$ cat src/rtl/tvseq_pkg.sv
package tvseq_pkg;

  // Kind of component requested by an active slot
  typedef enum logic [1:0] {
    CK_U  = 2'd0,
    CK_Y0 = 2'd1,
    CK_V  = 2'd2,
    CK_Y1 = 2'd3
  } compKind_e;

  // Strobes passed from timing control to the datapath, one per clock
  typedef struct packed {
    logic      hsAct;    // horizontal sync clock
    logic      vsAct;    // vertical sync low interval
    logic      vsStart;  // first clock of a vertical pulse
    logic      slot;     // active component slot
    compKind_e phase;    // kind of the slot
  } seqStrobe_t;

  localparam logic [7:0] FILL_CODE = 8'h10;

endpackage

$ cat src/rtl/tvseq_ctrl.sv
module tvseq_ctrl
  import tvseq_pkg::*;
#(
  parameter int CNT_W  = 12,
  parameter int LINE_W = 11
) (
  input  logic              clk,
  input  logic              rstN,
  input  logic [CNT_W-1:0]  cfgActive,
  input  logic [CNT_W-1:0]  cfgBlank,
  input  logic [LINE_W-1:0] cfgLines,
  input  logic [CNT_W-1:0]  cfgVsWidth,
  input  logic [CNT_W-1:0]  cfgEvenOffset,
  output seqStrobe_t        strobe
);

  localparam int LEN_W = CNT_W + 1;

  logic              primed;
  logic [LEN_W-1:0]  col;
  logic [LINE_W-1:0] line;
  logic              curOdd;
  logic [CNT_W-1:0]  vsLeft;

  logic [LEN_W-1:0]  lineLen;
  logic [LEN_W-1:0]  lastCol;
  logic [LEN_W-1:0]  evenPos;
  logic [LEN_W-1:0]  colM1;
  logic              atLineEnd;
  logic              atFieldEnd;
  logic              hsStart;
  logic              vsStart;
  logic              slot;

  always_comb begin
    lineLen    = {1'b0, cfgActive} + {1'b0, cfgBlank};
    lastCol    = lineLen - LEN_W'(1);
    evenPos    = (cfgEvenOffset == '0) ? (lineLen >> 1) : {1'b0, cfgEvenOffset};
    colM1      = col - LEN_W'(1);
    atLineEnd  = (col == lastCol);
    atFieldEnd = (line == cfgLines - LINE_W'(1));
    hsStart    = primed && (col == '0);
    vsStart    = primed && (line == '0) &&
                 (curOdd ? (col == '0) : (col == evenPos));
    slot       = primed && (col != '0) && (col <= {1'b0, cfgActive});
  end

  // Position counters: one clock of idle after reset, then odd field line 0
  always_ff @(posedge clk) begin
    if (!rstN) begin
      primed <= 1'b0;
      col    <= '0;
      line   <= '0;
      curOdd <= 1'b0;
    end else if (!primed) begin
      primed <= 1'b1;
      col    <= '0;
      line   <= '0;
      curOdd <= 1'b1;
    end else if (atLineEnd) begin
      col <= '0;
      if (atFieldEnd) begin
        line   <= '0;
        curOdd <= !curOdd;
      end else begin
        line <= line + LINE_W'(1);
      end
    end else begin
      col <= col + LEN_W'(1);
    end
  end

  // Vertical pulse width counter
  always_ff @(posedge clk) begin
    if (!rstN) begin
      vsLeft <= '0;
    end else if (vsStart) begin
      vsLeft <= cfgVsWidth - CNT_W'(1);
    end else if (vsLeft != '0) begin
      vsLeft <= vsLeft - CNT_W'(1);
    end
  end

  always_comb begin
    strobe.hsAct   = hsStart;
    strobe.vsAct   = vsStart || (vsLeft != '0);
    strobe.vsStart = vsStart;
    strobe.slot    = slot;
    strobe.phase   = compKind_e'(colM1[1:0]);
  end


  col_bound_chk: assert property (@(posedge clk) disable iff (!rstN)
    primed |-> (col < lineLen));


  line_bound_chk: assert property (@(posedge clk) disable iff (!rstN)
    primed |-> (line < cfgLines));


  field_wrap_chk: assert property (@(posedge clk) disable iff (!rstN)
    (primed && atLineEnd && atFieldEnd) |=> ((line == '0) && (curOdd != $past(curOdd))));


  vs_width_chk: assert property (@(posedge clk) disable iff (!rstN)
    vsLeft < cfgVsWidth);

endmodule

$ cat src/rtl/tvseq_dpath.sv
module tvseq_dpath
  import tvseq_pkg::*;
#(
  parameter int DATA_W   = 8,
  parameter int BUS_W    = 18,
  parameter int LANE_LSB = 10
) (
  input  logic              clk,
  input  logic              rstN,
  input  seqStrobe_t        strobe,
  input  logic [DATA_W-1:0] inData,
  input  logic              inValid,
  output logic              inReady,
  output logic              hsyncN,
  output logic              vsyncN,
  output logic              drdyN,
  output logic [BUS_W-1:0]  busOut,
  output logic              fieldOdd,
  output logic              underrun
);

  localparam int LANE_MSB = LANE_LSB + DATA_W - 1;

  logic [DATA_W-1:0] laneReg;

  assign inReady = strobe.slot;

  always_ff @(posedge clk) begin
    if (!rstN) begin
      hsyncN   <= 1'b1;
      vsyncN   <= 1'b1;
      drdyN    <= 1'b1;
      laneReg  <= '0;
      fieldOdd <= 1'b0;
      underrun <= 1'b0;
    end else begin
      hsyncN   <= !strobe.hsAct;
      vsyncN   <= !strobe.vsAct;
      fieldOdd <= fieldOdd ^ strobe.vsStart;
      if (strobe.slot) begin
        if (inValid) begin
          laneReg <= inData;
          drdyN   <= 1'b0;
        end else begin
          laneReg  <= DATA_W'(FILL_CODE);
          drdyN    <= 1'b1;
          underrun <= 1'b1;
        end
      end else begin
        laneReg <= '0;
        drdyN   <= 1'b1;
      end
    end
  end

  // Place the component lane inside the wide bus
  for (genvar b = 0; b < BUS_W; b++) begin : g_bus
    if (b >= LANE_LSB && b <= LANE_MSB) begin : g_lane
      assign busOut[b] = laneReg[b - LANE_LSB];
    end else begin : g_zero
      assign busOut[b] = 1'b0;
    end
  end


  hs_pulse_chk: assert property (@(posedge clk) disable iff (!rstN)
    !hsyncN |=> hsyncN);


  drdy_active_chk: assert property (@(posedge clk) disable iff (!rstN)
    !drdyN |-> hsyncN);


  odd_align_chk: assert property (@(posedge clk) disable iff (!rstN)
    ($fell(vsyncN) && fieldOdd) |-> $fell(hsyncN));


  even_apart_chk: assert property (@(posedge clk) disable iff (!rstN)
    ($fell(vsyncN) && !fieldOdd) |-> hsyncN);


  parity_flip_chk: assert property (@(posedge clk) disable iff (!rstN)
    $fell(vsyncN) |-> (fieldOdd != $past(fieldOdd)));


  underrun_sticky_chk: assert property (@(posedge clk) disable iff (!rstN)
    underrun |=> underrun);

endmodule

$ cat src/rtl/tv_field_sequencer.sv
module tv_field_sequencer
  import tvseq_pkg::*;
#(
  parameter int CNT_W    = 12,
  parameter int LINE_W   = 11,
  parameter int DATA_W   = 8,
  parameter int BUS_W    = 18,
  parameter int LANE_LSB = 10
) (
  input  logic              clk,
  input  logic              rstN,
  input  logic [CNT_W-1:0]  cfgActive,
  input  logic [CNT_W-1:0]  cfgBlank,
  input  logic [LINE_W-1:0] cfgLines,
  input  logic [CNT_W-1:0]  cfgVsWidth,
  input  logic [CNT_W-1:0]  cfgEvenOffset,
  input  logic [DATA_W-1:0] inData,
  input  logic              inValid,
  output logic              inReady,
  output logic [1:0]        wantComp,
  output logic              hsyncN,
  output logic              vsyncN,
  output logic              drdyN,
  output logic [BUS_W-1:0]  busOut,
  output logic              fieldOdd,
  output logic              underrun
);

  seqStrobe_t strobe;

  tvseq_ctrl #(
    .CNT_W (CNT_W),
    .LINE_W(LINE_W)
  ) u_ctrl (
    .clk          (clk),
    .rstN         (rstN),
    .cfgActive    (cfgActive),
    .cfgBlank     (cfgBlank),
    .cfgLines     (cfgLines),
    .cfgVsWidth   (cfgVsWidth),
    .cfgEvenOffset(cfgEvenOffset),
    .strobe       (strobe)
  );

  tvseq_dpath #(
    .DATA_W  (DATA_W),
    .BUS_W   (BUS_W),
    .LANE_LSB(LANE_LSB)
  ) u_dpath (
    .clk     (clk),
    .rstN    (rstN),
    .strobe  (strobe),
    .inData  (inData),
    .inValid (inValid),
    .inReady (inReady),
    .hsyncN  (hsyncN),
    .vsyncN  (vsyncN),
    .drdyN   (drdyN),
    .busOut  (busOut),
    .fieldOdd(fieldOdd),
    .underrun(underrun)
  );

  assign wantComp = strobe.phase;

endmodule

$ cat config.mk
export PLATFORM = sky130hd
export DESIGN_NAME = tv_field_sequencer
export DESIGN_NICKNAME = d
export VERILOG_FILES = /design/src/rtl/tvseq_pkg.sv /design/src/rtl/tvseq_ctrl.sv /design/src/rtl/tvseq_dpath.sv /design/src/rtl/tv_field_sequencer.sv
export SDC_FILE = /design/constraint.sdc
export NUM_CORES = 1
export LEC_CHECK = 0
export BUFFER_PORTS_ARGS = -buffer_cell sky130_fd_sc_hd__buf_2
export CAP_MARGIN = 10
export CORE_MARGIN = 2
export CORE_UTILIZATION = 30
export CTS_CLUSTER_DIAMETER = 40
export CTS_CLUSTER_SIZE = 25
export DETAILED_ROUTE_END_ITERATION = 10
export GPL_ROUTABILITY_DRIVEN = 0
export PLACE_DENSITY = 0.46
export SLEW_MARGIN = 15
export SYNTH_ARGS = -nofsm -noshare
export SYNTH_HDL_FRONTEND = slang
export SYNTH_SLANG_ARGS = --single-unit
$ cat constraint.sdc
create_clock -name clk -period 6 [get_ports clk]
set_input_delay 0.6 -clock clk [delete_from_list [all_inputs] [get_ports clk]]
set_output_delay 0.6 -clock clk [all_outputs]
set_load 0.02 [all_outputs]
==> impl_metrics.toml <==
[drt]
drt_drc_violations_left = 0
dr.pass1.iters = 5
via_per_inst = 5.365
detail_route.wl_per_cell_um = 16.13
first_iter_violations = 392
num_vias = 5183
ant_nets = 0
drt_wl_total_um = 15580

[yosys]
netlist_top_cells_area = "dfxtp_1 (20%), ha_1 (7.5%), xnor2_1 (6.7%), nor2_1 (4.9%), nand2_1 (3.5%)"
yosysUniqueCellTypes = 80
synth-edff-count = 0
synth_top_cell_area_share = 0.1967
synth_common_cells = "nor2_1 (68), dfxtp_1 (51), nand2_1 (48)"
synth_warnings = 0
synthArstFlopShare = 0
yosys.area.top_type = "dfxtp_1"
ys_seq_area_frac = 0.1967
ys_ff_latch = 51
syn-cell-area_mm2 = 0.005191
yosysMostFrequentCell = "nor2_1"
yosys_most_used_dff = "dfxtp_1"
syn_inst = 674
syn_area_per_cell_um2 = 7.702

[die]
rows = 48
coreArea_mm2 = 0.01712
design.die.area_mm2 = 0.01837
io_pins = 96
fp.dieW_um = 135.5
die_h_um = 135.5
start_util = 0.3033

[critical_path]
crit_family = "compound AO/OA/AOI/OAI gates"
worst-path-max-fanout = 5
cp-start-kind = "primary input"
crit_type = "in2reg"
crit_arrival_ns = 5.36
cp-end-kind = "flop"
slowest_stage = "a2111oi_0"
required_ns = 6.20
crit_chain = "buf_2 > ha_1 > inv_1 > fa_1 > and2b_4 > o2111ai_1 > a31o_2 > o21ai_0 > a21oi_1 > a2111oi_0 > inv_1 > o41ai_4 > mux2i_1 > ha_1 > nor3b_1 > nand2_1 > nor2_1 > xnor2_1 > nand2_1 > o211a_1"
cp_num_buf_inv = 3
critPathMaxStageDelay_ns = 0.51

[grt]
grt_overflow = 0
antenna_found_initial = 0
grt_pass1_vias = 5092
grt_max_degree = 23
grt_pass1_wl_um = 25460
grt_usage = 0.1719

[sta]
slew_headroom = 0.5044
rsz0062_at_grt = "no"
max_freq_mhz = 193.7
hold_viol = 0
min_period_over_period = 0.8606
period_minus_slack_ns = 5.164
skew_ns = 0.009540
worst_pin_slew_ns = 0.7338
setup_violations = 0
fin_tns_setup_ns = 0
fin_hold_ws_ns = 0.4829
slew_viol_final = 0

[clock_tree]
post-cts-setup-buffer-count = 0
path_clk_slew_ns = 0.07
cts_tree = "yes"
ctsHoldBuffers = 0
h-tree-depth = 2
cts_root_buf = "clkbuf_16"
cts_inserted_buffers = 5
cts_max_path_buffers = 2
cts_resized = 0
clk_latency_ns = 0.30
cts_num_sinks = 51

[power_and_ir_drop]
peakVddDrop_v = 0.0001155
power_density_mw_per_mm2 = 199.1
leakage_nw = 2.436

[run]
maxCapViolations = 0

[final_layout]
antenna_cells = 0
nFillCells = 1850
final_area_mm2 = 0.005884
utilization = 0.3438
areaGrowthSynthToFinish_pct = 13.35
drive_above_1_share = 0.1660
fin_nets = 842

[worst_hold_path]
hold_class = "reg2reg"

[place]
dp_hpwl_um = 12460
dpl-instance-area_mm2 = 0.005744
portBuffers = 85

[run_status]
status = "finished clean"
[stage by stage]
step           total power, mW  worst slack [ns]  std cells
2_1_floorplan           0.7756             1.215        683
3_3_place_gp            0.8869            0.7313        958
3_5_place_dp            0.8927            0.5665        958
4_1_cts                  1.182            0.8721        966
5_1_grt                  1.260            0.3042        966
6_report                 1.172            0.8365        966
[cell families (layout without fill, tap and decap cells)]
logic type      count (synthesis)  in the layout  synth area share
simple gates                  299            299            0.3215
compound gates                150            150            0.2075
buf+inv                        72            130           0.06363
xor+xnor                       58             58            0.1101
flops                          51             51            0.1967
fa+ha+maj                      32             32           0.07857
mux                            11             11           0.02121
other cells                     1             10         0.0007224
[flip-flops by register name, indices dropped and copies added (netlist names), 8 cells and up]
name	count
u_ctrl.col	13
u_dpath.laneReg	8
u_ctrl.vsLeft	12
u_ctrl.line	11
[area by class of cell]
type / count / area, µm² / area share
multi-input combinational: 560 / 3874 / 0.6583
sequential: 51 / 1021 / 0.1735
timing repair buffer: 86 / 432.9 / 0.07357
tap: 225 / 281.5 / 0.04784
inverter: 36 / 135.1 / 0.02296
clock buffer: 5 / 125.1 / 0.02126
clock inverter: 3 / 15.01 / 0.002552
[placed cells by master, fill, tap and decap left out, types with 6 or more instances in the layout]
cell,n
and3_1,16
nor4_1,6
nand2_1,48
nand2b_1,13
or3_1,6
nand4_1,13
o21ai_0,22
conb_1,10
o31ai_1,13
dfxtp_1,51
a31oi_1,13
and2_1,7
o211a_1,6
a211oi_1,9
buf_2,85
nor2b_1,24
inv_1,36
nor2_1,68
a21o_1,8
mux2i_1,11
and4_1,6
nand3_1,27
or4_1,8
a2111oi_0,6
a21oi_1,30
xnor2_1,40
nor3_1,26
xor2_1,12
ha_1,31
[layer usage]
layer / global-route usage / wire [µm] / vias to the layer above
li1: - / - / 2563
met1: 0.2369 / 7413 / 2450
met2: 0.2795 / 7176 / 153
met3: 0.02581 / 781 / 17
met4: 0.04688 / 205 / 0
met5: 0 / 0 / -
[power by group]
group          switching (mW)  internal (mW)
logic                   0.285          0.206
registers              0.0270          0.372
clock network           0.129          0.153
total                   0.441          0.731
[worst reg2reg max path: cells and delay by family (launching register included)]
family | cells | cell delay, ns
simple gates | 9 | 2.19
mux | 1 | 0.24
compound gates | 4 | 0.80
flops | 1 | 0.39
xor+xnor | 1 | 0.13
fa+ha+maj | 2 | 0.38
buf+inv | 1 | 0.09
[path summary, 6_finish.rpt]
| check | from | end | slack (ns) | cells past startpoint |
|---|---|---|---|---|
| worst max-delay path | cfgActive[0] | u_ctrl.vsLeft[8] | 0.84 | 20 |
| worst min-delay path | u_dpath.underrun | u_dpath.underrun | 0.48 | 1 |
| worst max register to register | u_ctrl.line[0] | u_ctrl.vsLeft[8] | 1.68 | 18 |
| worst min register to register | u_dpath.underrun | u_dpath.underrun | 0.48 | 1 |
Power figures use the tool's default switching activity.
